### src/rtl/sb_pkg.sv
package sb_pkg;
  // Linear position of a pointer in a space of 2*depth values.
  function automatic int unsigned sb_ord(input logic wrap, input int unsigned idx,
                                         input int unsigned depth);
    return wrap ? depth + idx : idx;
  endfunction

  // Distance from base forward to x, modulo 2*depth.
  function automatic int unsigned sb_dist(input int unsigned x, input int unsigned base,
                                          input int unsigned depth);
    return (x >= base) ? x - base : x + 2 * depth - base;
  endfunction

  function automatic int unsigned sb_bytes(input logic [1:0] sz);
    return 32'd1 << sz;
  endfunction

  function automatic logic sb_overlap(input int unsigned a, input logic [1:0] asz,
                                      input int unsigned b, input logic [1:0] bsz);
    return (a < b + sb_bytes(bsz)) && (b < a + sb_bytes(asz));
  endfunction

  function automatic logic sb_can_fwd(input int unsigned la, input logic [1:0] lsz,
                                      input int unsigned sa, input logic [1:0] ssz);
    return (la == sa) && (lsz <= ssz);
  endfunction
endpackage

### src/rtl/sb_ptr_ctrl.sv
module sb_ptr_ctrl import sb_pkg::*; #(
  parameter int DEPTH = 12,
  parameter int IW    = $clog2(DEPTH),
  parameter int PW    = IW + 1
) (
  input  logic          clk,
  input  logic          rst_n,
  input  logic          alloc_req,
  input  logic          ret_valid,
  input  logic          flush,
  input  logic          mem_idle,
  output logic [PW-1:0] head_q,
  output logic [PW-1:0] cpt_q,
  output logic [PW-1:0] tail_q,
  output logic [PW-1:0] used,
  output logic [PW-1:0] ccount,
  output logic          full,
  output logic          alloc_fire,
  output logic          commit_fire,
  output logic          drain_fire
);
  function automatic logic [PW-1:0] next_ptr(input logic [PW-1:0] p);
    if (p[IW-1:0] == IW'(DEPTH - 1)) return {~p[PW-1], {IW{1'b0}}};
    return p + PW'(1);
  endfunction

  function automatic int unsigned ord(input logic [PW-1:0] p);
    return sb_ord(p[PW-1], int'(p[IW-1:0]), DEPTH);
  endfunction

  always_comb begin
    used        = PW'(sb_dist(ord(tail_q), ord(head_q), DEPTH));
    ccount      = PW'(sb_dist(ord(cpt_q), ord(head_q), DEPTH));
    full        = (used == PW'(DEPTH));
    alloc_fire  = alloc_req && !full && !flush;
    commit_fire = ret_valid && (cpt_q != tail_q) && !flush;
    drain_fire  = (ccount != '0) && (mem_idle || full);
  end

  always_ff @(posedge clk or negedge rst_n) begin
    if (!rst_n) begin
      head_q <= '0;
      cpt_q  <= '0;
      tail_q <= '0;
    end else begin
      if (drain_fire)  head_q <= next_ptr(head_q);
      if (commit_fire) cpt_q  <= next_ptr(cpt_q);
      if (flush)           tail_q <= cpt_q;
      else if (alloc_fire) tail_q <= next_ptr(tail_q);
    end
  end
endmodule

### src/rtl/sb_entry_array.sv
module sb_entry_array #(
  parameter int DEPTH = 12,
  parameter int IW    = $clog2(DEPTH),
  parameter int AW    = 16,
  parameter int DW    = 64
) (
  input  logic          clk,
  input  logic          rst_n,
  input  logic          alloc_fire,
  input  logic [IW-1:0] alloc_idx,
  input  logic          sta_valid,
  input  logic [IW-1:0] sta_idx,
  input  logic [AW-1:0] sta_addr,
  input  logic [1:0]    sta_size,
  input  logic          std_valid,
  input  logic [IW-1:0] std_idx,
  input  logic [DW-1:0] std_data,
  output logic          aok   [DEPTH],
  output logic          dok   [DEPTH],
  output logic [AW-1:0] addr_q[DEPTH],
  output logic [1:0]    size_q[DEPTH],
  output logic [DW-1:0] data_q[DEPTH]
);
  for (genvar i = 0; i < DEPTH; i++) begin : g_ent
    always_ff @(posedge clk or negedge rst_n) begin
      if (!rst_n) begin
        aok[i]    <= 1'b0;
        dok[i]    <= 1'b0;
        addr_q[i] <= '0;
        size_q[i] <= '0;
        data_q[i] <= '0;
      end else if (alloc_fire && alloc_idx == IW'(i)) begin
        aok[i] <= 1'b0;
        dok[i] <= 1'b0;
      end else begin
        if (sta_valid && sta_idx == IW'(i)) begin
          aok[i]    <= 1'b1;
          addr_q[i] <= sta_addr;
          size_q[i] <= sta_size;
        end
        if (std_valid && std_idx == IW'(i)) begin
          dok[i]    <= 1'b1;
          data_q[i] <= std_data;
        end
      end
    end
  end
endmodule

### src/rtl/sb_load_check.sv
module sb_load_check import sb_pkg::*; #(
  parameter int DEPTH = 12,
  parameter int IW    = $clog2(DEPTH),
  parameter int PW    = IW + 1,
  parameter int AW    = 16,
  parameter int DW    = 64
) (
  input  logic [PW-1:0] head_q,
  input  logic [PW-1:0] used,
  input  logic          ld_valid,
  input  logic [PW-1:0] ld_tag,
  input  logic [AW-1:0] ld_addr,
  input  logic [1:0]    ld_size,
  input  logic          aok   [DEPTH],
  input  logic          dok   [DEPTH],
  input  logic [AW-1:0] addr_q[DEPTH],
  input  logic [1:0]    size_q[DEPTH],
  input  logic [DW-1:0] data_q[DEPTH],
  output logic          ld_hit,
  output logic          ld_fwd,
  output logic          ld_block,
  output logic [DW-1:0] ld_data
);
  int unsigned   hidx, tpos, pos, bestpos, nbytes;
  logic          unk, found, fwd_ok;
  logic [IW-1:0] best;

  always_comb begin
    hidx    = int'(head_q[IW-1:0]);
    tpos    = sb_dist(sb_ord(ld_tag[PW-1], int'(ld_tag[IW-1:0]), DEPTH),
                      sb_ord(head_q[PW-1], hidx, DEPTH), DEPTH);
    // A tag behind the oldest held store has no older stores left.
    if (tpos > int'(used)) tpos = 0;
    unk     = 1'b0;
    found   = 1'b0;
    best    = '0;
    bestpos = 0;
    for (int i = 0; i < DEPTH; i++) begin
      pos = (i >= int'(hidx)) ? i - hidx : i + DEPTH - hidx;
      if (pos < tpos) begin
        if (!aok[i]) unk = 1'b1;
        else if (sb_overlap(32'(ld_addr), ld_size, 32'(addr_q[i]), size_q[i]) &&
                 (!found || pos > bestpos)) begin
          found   = 1'b1;
          bestpos = pos;
          best    = IW'(i);
        end
      end
    end
    fwd_ok   = found && !unk && dok[best] &&
               sb_can_fwd(32'(ld_addr), ld_size, 32'(addr_q[best]), size_q[best]);
    ld_hit   = ld_valid && (found || unk);
    ld_fwd   = ld_valid && fwd_ok;
    ld_block = ld_hit && !fwd_ok;
    nbytes   = sb_bytes(ld_size);
    ld_data  = '0;
    for (int b = 0; b < DW / 8; b++)
      if (ld_fwd && b < int'(nbytes)) ld_data[b*8 +: 8] = data_q[best][b*8 +: 8];
  end
endmodule

### src/rtl/store_buffer.sv
module store_buffer #(
  parameter int DEPTH = 12,
  parameter int AW    = 16,
  parameter int DW    = 64,
  localparam int IW   = $clog2(DEPTH),
  localparam int PW   = IW + 1
) (
  input  logic          clk,
  input  logic          rst_n,
  input  logic          alloc_req,
  output logic          alloc_gnt,
  output logic [PW-1:0] alloc_id,
  input  logic          sta_valid,
  input  logic [IW-1:0] sta_id,
  input  logic [AW-1:0] sta_addr,
  input  logic [1:0]    sta_size,
  input  logic          std_valid,
  input  logic [IW-1:0] std_id,
  input  logic [DW-1:0] std_data,
  input  logic          ld_valid,
  input  logic [PW-1:0] ld_tag,
  input  logic [AW-1:0] ld_addr,
  input  logic [1:0]    ld_size,
  output logic          ld_hit,
  output logic          ld_fwd,
  output logic          ld_block,
  output logic [DW-1:0] ld_data,
  input  logic          ret_valid,
  input  logic          flush,
  input  logic          mem_idle,
  output logic          mem_wvalid,
  output logic [AW-1:0] mem_waddr,
  output logic [1:0]    mem_wsize,
  output logic [DW-1:0] mem_wdata
);
  logic [PW-1:0] head_q, cpt_q, tail_q, used, ccount;
  logic          full, alloc_fire, commit_fire, drain_fire;
  logic          aok[DEPTH], dok[DEPTH];
  logic [AW-1:0] addr_q[DEPTH];
  logic [1:0]    size_q[DEPTH];
  logic [DW-1:0] data_q[DEPTH];

  sb_ptr_ctrl #(.DEPTH(DEPTH)) ptr_i (
    .clk, .rst_n, .alloc_req, .ret_valid, .flush, .mem_idle,
    .head_q, .cpt_q, .tail_q, .used, .ccount, .full,
    .alloc_fire, .commit_fire, .drain_fire
  );

  sb_entry_array #(.DEPTH(DEPTH), .AW(AW), .DW(DW)) ent_i (
    .clk, .rst_n, .alloc_fire, .alloc_idx(tail_q[IW-1:0]),
    .sta_valid, .sta_idx(sta_id), .sta_addr, .sta_size,
    .std_valid, .std_idx(std_id), .std_data,
    .aok, .dok, .addr_q, .size_q, .data_q
  );

  sb_load_check #(.DEPTH(DEPTH), .AW(AW), .DW(DW)) chk_i (
    .head_q, .used, .ld_valid, .ld_tag, .ld_addr, .ld_size,
    .aok, .dok, .addr_q, .size_q, .data_q,
    .ld_hit, .ld_fwd, .ld_block, .ld_data
  );

  assign alloc_gnt  = alloc_fire;
  assign alloc_id   = tail_q;
  assign mem_wvalid = drain_fire;
  assign mem_waddr  = addr_q[head_q[IW-1:0]];
  assign mem_wsize  = size_q[head_q[IW-1:0]];
  assign mem_wdata  = data_q[head_q[IW-1:0]];
endmodule

### config.mk
export PLATFORM = sky130hd
export DESIGN_NAME = store_buffer
export DESIGN_NICKNAME = d
export VERILOG_FILES = /design/src/rtl/sb_pkg.sv /design/src/rtl/sb_ptr_ctrl.sv /design/src/rtl/sb_entry_array.sv /design/src/rtl/sb_load_check.sv /design/src/rtl/store_buffer.sv
export SDC_FILE = /design/constraint.sdc
export NUM_CORES = 2
export LEC_CHECK = 0
export ABC_AREA = 1
export BUFFER_PORTS_ARGS = -buffer_cell sky130_fd_sc_hd__buf_2
export CAP_MARGIN = 20
export CORE_MARGIN = 1.5
export CORE_UTILIZATION = 40
export DETAILED_ROUTE_END_ITERATION = 8
export PLACE_DENSITY = 0.56
export SKIP_CTS_REPAIR_TIMING = 1
export SYNTH_ARGS = -nofsm -noshare
export SYNTH_HDL_FRONTEND = slang
export SYNTH_HIERARCHICAL = 1
export SYNTH_SLANG_ARGS = --single-unit
### constraint.sdc
create_clock -name clk -period 43.3 [get_ports clk]
set_input_delay 4.33 -clock clk [delete_from_list [all_inputs] [get_ports clk]]
set_output_delay 4.33 -clock clk [all_outputs]
set_load 0.01 [all_outputs]
### Yosys cells after proc, flatten, opt, wreduce, memory -nomap -nowiden

Cells that the tools add are included.

| word-level totals | value |
|---|---|
| word-level logic and storage cells | 656 |
| register bits after elaboration | 1,023 |
| input bits | 122 |

| operators by class | value |
|---|---|
| bitwise operators | 17 |
| reductions and logical operators | 160 |
| equal/unequal tests | 38 |
| magnitude comparators | 74 |
| shift-type cells | 13 |
| $add $sub $neg | 53 |
| multiplexer cells | 238 |

Operators by type and width:

| cell | count |
|---|---|
| $mux 32 | 48 |
| $lt 16x32->1 | 24 |
| $bmux 64 s4 | 2 |
| $add 16x32->32 | 13 |
| $shl 1x2->32 const A | 13 |
| $lt 32x32->1 | 12 |
| $gt 32x32->1 | 11 |
| $mux 64 | 4 |
| $bmux 16 s4 | 2 |
| $lt 4x32->1 const A | 4 |
| $mux 4 | 32 |
| $mux 1 | 118 |
| $ge 32x32->1 | 3 |
| $logic_and 1x1->1 | 79 |
| $mux 5 | 13 |
| $lt 3x32->1 const A | 2 |
| $mux 16 | 4 |
| $mux 8 | 8 |
| $sub 32x32->32 | 2 |
| $eq 4x4->1 const B | 14 |
| $reduce_bool 2->1 | 25 |
| $eq 4x3->1 const B | 12 |
| $reduce_and 2->1 | 24 |
| $sub 5x4->6 const A | 8 |
| other kinds (32) | 116 |

### Longest topological paths before layout

| depth | value |
|---|---|
| word-level depth | 85 |
| gate-level depth with buffers | 180 |

### Cells and area by module

The synthesis kept the hierarchy.

Modules (own cells, without submodules):

| module | times used | cells an instance | area an instance (sq um) | sequential area each (sq um) |
|---|---|---|---|---|
| sb_entry_array | 1 | 4,486 | 39,963.3 | 25,224.2 |
| sb_load_check | 1 | 4,679 | 27,717.8 | 0.0 |
| store_buffer | 1 | 2,663 | 11,394.7 | 0.0 |
| sb_ptr_ctrl | 1 | 295 | 2,144.6 | 375.4 |

### Worst setup path before layout

No wires, ideal clock.

| timing path | value |
|---|---|
| path kind | input to output |
| start point | input ld_tag[2] |
| end point | output ld_data[16] |
| data required time | 38,970 ps |
| path buffers | 14 |
| stages | 163 |
| data arrival time | 24,952 ps |
| setup slack | 14,018 ps |
| path through | inv_1 ha_1 o21ai_0 fa_1 inv_1 nand2_1 nor2_1 nor2_1 xor2_1 a21oi_1 ha_1 or2_2 nand2_1 nor2_1 and2_1 nand2_1 ha_1 a21oi_1 [127 not listed] o21ai_0 a211oi_1 o22ai_1 ha_1 inv_1 nor2_1 o21ai_0 nand2_1 nor2_1 nand2_1 nor2_1 nand3_1 nor2_1 nand2_1 nor2_4 nand4_4 buf_4 nor2_1 |

| between the ends | value |
|---|---|
| longest elaborated chain between the ends | 85 |
| elaborated cells on any way between the ends | 209 |

Ends and longest elaborated chain:

| item | line | text |
|---|---|---|
| start: declaration | store_buffer.sv:21 | `input logic [PW-1:0] ld_tag,` |
| $add 4x4->5 | sb_pkg.sv:5 | `return wrap ? depth + idx : idx;` |
| $mux 32 * | sb_pkg.sv:5 |  |
| $add 32x5->32 | sb_pkg.sv:11 | `return (x >= base) ? x - base : x + 2 * depth - base;` |
| $sub 32x32->32 | sb_pkg.sv:11 |  |
| $mux 32 * | sb_pkg.sv:11 |  |
| $gt 32x5->1 | sb_load_check.sv:33 | `if (tpos > int'(used)) tpos = 0;` |
| $mux 32 * | sb_load_check.sv:33 |  |
| $lt 32x32->1 | sb_load_check.sv:40 | `if (pos < tpos) begin` |
| [68 not listed] | -- |  |
| $bmux 16 s4 or $bmux 2 s4 (tied branches) | sb_load_check.sv:51 | `sb_can_fwd(32'(ld_addr), ld_size, 32'(addr_q[best]), size_q[best]);` |
| $mux 16 (implied by the code) or $mux 2 (tied branches) (2 in series) | sb_load_check.sv:51 |  |
| $eq 16x16->1 or $le 2x2->1 (tied branches) | sb_pkg.sv:25 | `return (la == sa) && (lsz <= ssz);` |
| $logic_and 1x1->1 | sb_pkg.sv:25 |  |
| $logic_and 1x1->1 | sb_load_check.sv:50 | `fwd_ok = found && !unk && dok[best] &&` |
| $logic_and 1x1->1 | sb_load_check.sv:53 | `ld_fwd = ld_valid && fwd_ok;` |
| $logic_and 1x1->1 | sb_load_check.sv:58 | `if (ld_fwd && b < int'(nbytes)) ld_data[b*8 +: 8] = data_q[best][b*8 +: 8];` |
| $mux 8 * | sb_load_check.sv:58 |  |
| end: declaration | store_buffer.sv:27 | `output logic [DW-1:0] ld_data,` |

Mark *: on every way between the ends. The rest lies on a longest branch, timed or not. The select of a mux whose other input is x is not followed.

### Worst setup path in the final report

| timing path | value |
|---|---|
| start point | input ld_addr[2] |
| end point | output ld_data[55] |

| between the ends | value |
|---|---|
| longest elaborated chain between the ends | 82 |
| elaborated cells on any way between the ends | 205 |

Ends and longest elaborated chain:

| item | line | text |
|---|---|---|
| start: declaration | store_buffer.sv:22 | `input logic [AW-1:0] ld_addr,` |
| $add 16x32->32 | sb_pkg.sv:20 | `return (a < b + sb_bytes(bsz)) && (b < a + sb_bytes(asz));` |
| $lt 16x32->1 | sb_pkg.sv:20 |  |
| $logic_and 1x1->1 | sb_pkg.sv:20 |  |
| $mux 32 or $mux 1 (tied branches) | sb_load_check.sv:42 | `else if (sb_overlap(32'(ld_addr), ld_size, 32'(addr_q[i]), size_q[i]) &&` |
| $mux 32 or $mux 1 (tied branches) | sb_load_check.sv:41 | `if (!aok[i]) unk = 1'b1;` |
| $mux 32 or $mux 1 (tied branches) | sb_load_check.sv:40 |  |
| $gt 32x32->1 or $logic_not 1->1 (tied branches) | sb_load_check.sv:43 | `(!found \|\| pos > bestpos)) begin` |
| $logic_or 1x1->1 | sb_load_check.sv:43 |  |
| [65 not listed] | -- |  |
| $bmux 16 s4 or $bmux 2 s4 (tied branches) | sb_load_check.sv:51 |  |
| $mux 16 (implied by the code) or $mux 2 (tied branches) (2 in series) | sb_load_check.sv:51 |  |
| $eq 16x16->1 or $le 2x2->1 (tied branches) | sb_pkg.sv:25 |  |
| $logic_and 1x1->1 | sb_pkg.sv:25 |  |
| $logic_and 1x1->1 | sb_load_check.sv:50 |  |
| $logic_and 1x1->1 | sb_load_check.sv:53 |  |
| $logic_and 1x1->1 | sb_load_check.sv:58 |  |
| $mux 8 * | sb_load_check.sv:58 |  |

Marked as above.

==> results.py <==
metrics = {
    "floorplan": {
        "initial_utilization_pct": 40.2,
        "die_h_um": 454,
        "dieArea_um2": 206000,
        "dieWidth_um": 454,
        "fp-row-count": 165,
        "pin_count": 278,
        "core_um2": 202000,
    },
    "clock_network": {
        "clock_sinks": 1023,
        "htreeDepth": 4,
        "clk-insertion-delay-late_ns": 0.83,
        "cts_root_buf": "clkbuf_16",
        "cts_tree": "done",
        "clockBufferDepth": 3,
        "clk_pin_slew_ns": 0.06,
        "cts-buffers-inserted": 130,
    },
    "sta": {
        "finalHoldViolCount": 0,
        "finalSetupViolCount": 0,
        "tightestPinTransition_ns": 1.27,
        "timing.final.crit_period_ns": 34.85,
        "skew_ns": 0.0432,
        "tns_ns": 0,
        "slew_headroom_pct": 15.1,
        "rsz0062_at_grt": "false",
        "min_period_over_period_pct": 80.5,
        "fmax_mhz": 28.7,
        "drv_slew": 0,
    },
    "critical_path": {
        "worst_path_most_repeated_cell": "nand2_1",
        "cpPeakStageDelay_ns": 0.73,
        "worst-setup-path-type": "primary input to primary output",
        "r2r_cells": 23,
        "crit_slowest_cell": "nand4_4",
        "end_kind": "primary output",
        "start_kind": "primary input",
        "crit_required_ns": 38.97,
        "cp_max_fo": 110,
        "critPathArrivalTime_ns": 30.52,
    },
    "detailed_routing": {
        "via_per_inst": 5.90,
        "drc_errors": 0,
        "wirelength_mm": 379,
        "drt-wirelength-per-cell_um": 25.8,
        "drt_iter0_markers": 10736,
        "route.vias.total": 86835,
        "antenna_left": 0,
        "dr.pass1.iters": 8,
    },
    "placement": {
        "dp.cells": 14470,
        "portBuffers": 277,
        "place_hpwl_mm": 233,
        "finalWeightedCongestion": 1.01,
    },
    "run_status": {
        "outcome": "complete, no violations",
    },
    "global_routing": {
        "antenna_found_initial": 40,
        "grt_overflow": 0,
        "grt_usage_pct": 36.0,
        "grt_pass1_vias": 81140,
        "grt_max_degree": 150,
        "grt_pass1_wl_mm": 554,
    },
    "min_path": {
        "hold_path.class": "register to register",
        "hold_depth": 2,
    },
    "cells_and_area": {
        "nets": 12695,
        "drive_above_1_share_pct": 6.85,
        "layout_common_cells": "4181 x nand2_1, 1951 x nand3_1, 1020 x dfrtp_1",
        "syn_to_final_growth_pct": 8.45,
        "final_cells": 14727,
        "fill_cells": 20939,
        "final_common_cell": "nand2_1",
    },
    "synthesis": {
        "ys_warn_count": 6,
        "syn_area_per_cell_um2": 6.70,
        "synth_area_um2": 81200,
        "synth_cells": 12120,
    },
    "job": {
        "drv_cap": 0,
    },
}
[per-layer routing]
metal	track usage, %	routed length, um
met1	46.7	149000
met5	0.257	167
met4	21.4	25800
met3	6.93	38500
met2	55.4	166000
[worst paths after layout]
kind,end,start,slack [ns]
worst min-delay path,ent_i/dok[10]$_DFFE_PN0P_,ent_i/dok[10]$_DFFE_PN0P_,0.48
min in group asynchronous,ent_i/data_q[238]$_DFFE_PN0P_,rst_n,3.56
worst max-delay path,ld_data[55],ld_addr[2],8.45
worst max register to register,ent_i/data_q[571]$_DFFE_PN0P_,ptr_i/head_q[2]$_DFFE_PN0P_,35.86
worst min register to register,ent_i/dok[10]$_DFFE_PN0P_,ent_i/dok[10]$_DFFE_PN0P_,0.48
max in group asynchronous,ptr_i/cpt_q[4]$_DFFE_PN0P_,rst_n,35.87
[registers in the layout, indices dropped and copies added (netlist names)]
| name | count |
|---|---|
| ptr_i/tail_q | 5 |
| ent_i/data_q | 768 |
| ent_i/dok | 12 |
| ent_i/size_q | 24 |
| ent_i/aok | 12 |
| ent_i/addr_q | 192 |
| ptr_i/cpt_q | 5 |
| ptr_i/head_q | 5 |
[per-stage QoR]
| stage | hold slack [ns] | utilization (%) | setup WS (ns) | cell area, um^2 |
|---|---|---|---|---|
| 2_1_floorplan | 0.449 | - | 14.02 | 81400 |
| 3_3_place_gp | 0.464 | 41.4 | 8.96 | 83700 |
| 3_5_place_dp | 0.467 | 41.4 | 9.00 | 83700 |
| 4_1_cts | 0.484 | 43.6 | 8.92 | 88000 |
| 5_1_grt | 0.499 | 43.6 | 6.00 | 88100 |
| 6_report | 0.482 | 43.6 | 8.45 | 88100 |
[worst max-delay path, delay by kind of cell]
| kind | cells | cell delay, ns |
|---|---|---|
| simple gates | 59 | 10.11 |
| fa+ha+maj | 14 | 4.81 |
| buf+inv | 20 | 2.41 |
| compound gates | 53 | 8.57 |
[cell type report]
class	count	area (um^2)	share of cell area, %
Multi-Input combinational cell	9354	48400	54.9
Sequential cell	1023	25600	29.1
Clock buffer	194	3880	4.40
Inverter	988	3750	4.25
Tap cell	2672	3340	3.80
Timing Repair Buffer	434	2640	2.99
Clock inverter	35	434	0.493
Antenna cell	27	67.6	0.0767
Power is left out: the tool's default activity adds up to more than one toggle a clock period on the data nets, which glitch-free logic cannot reach.
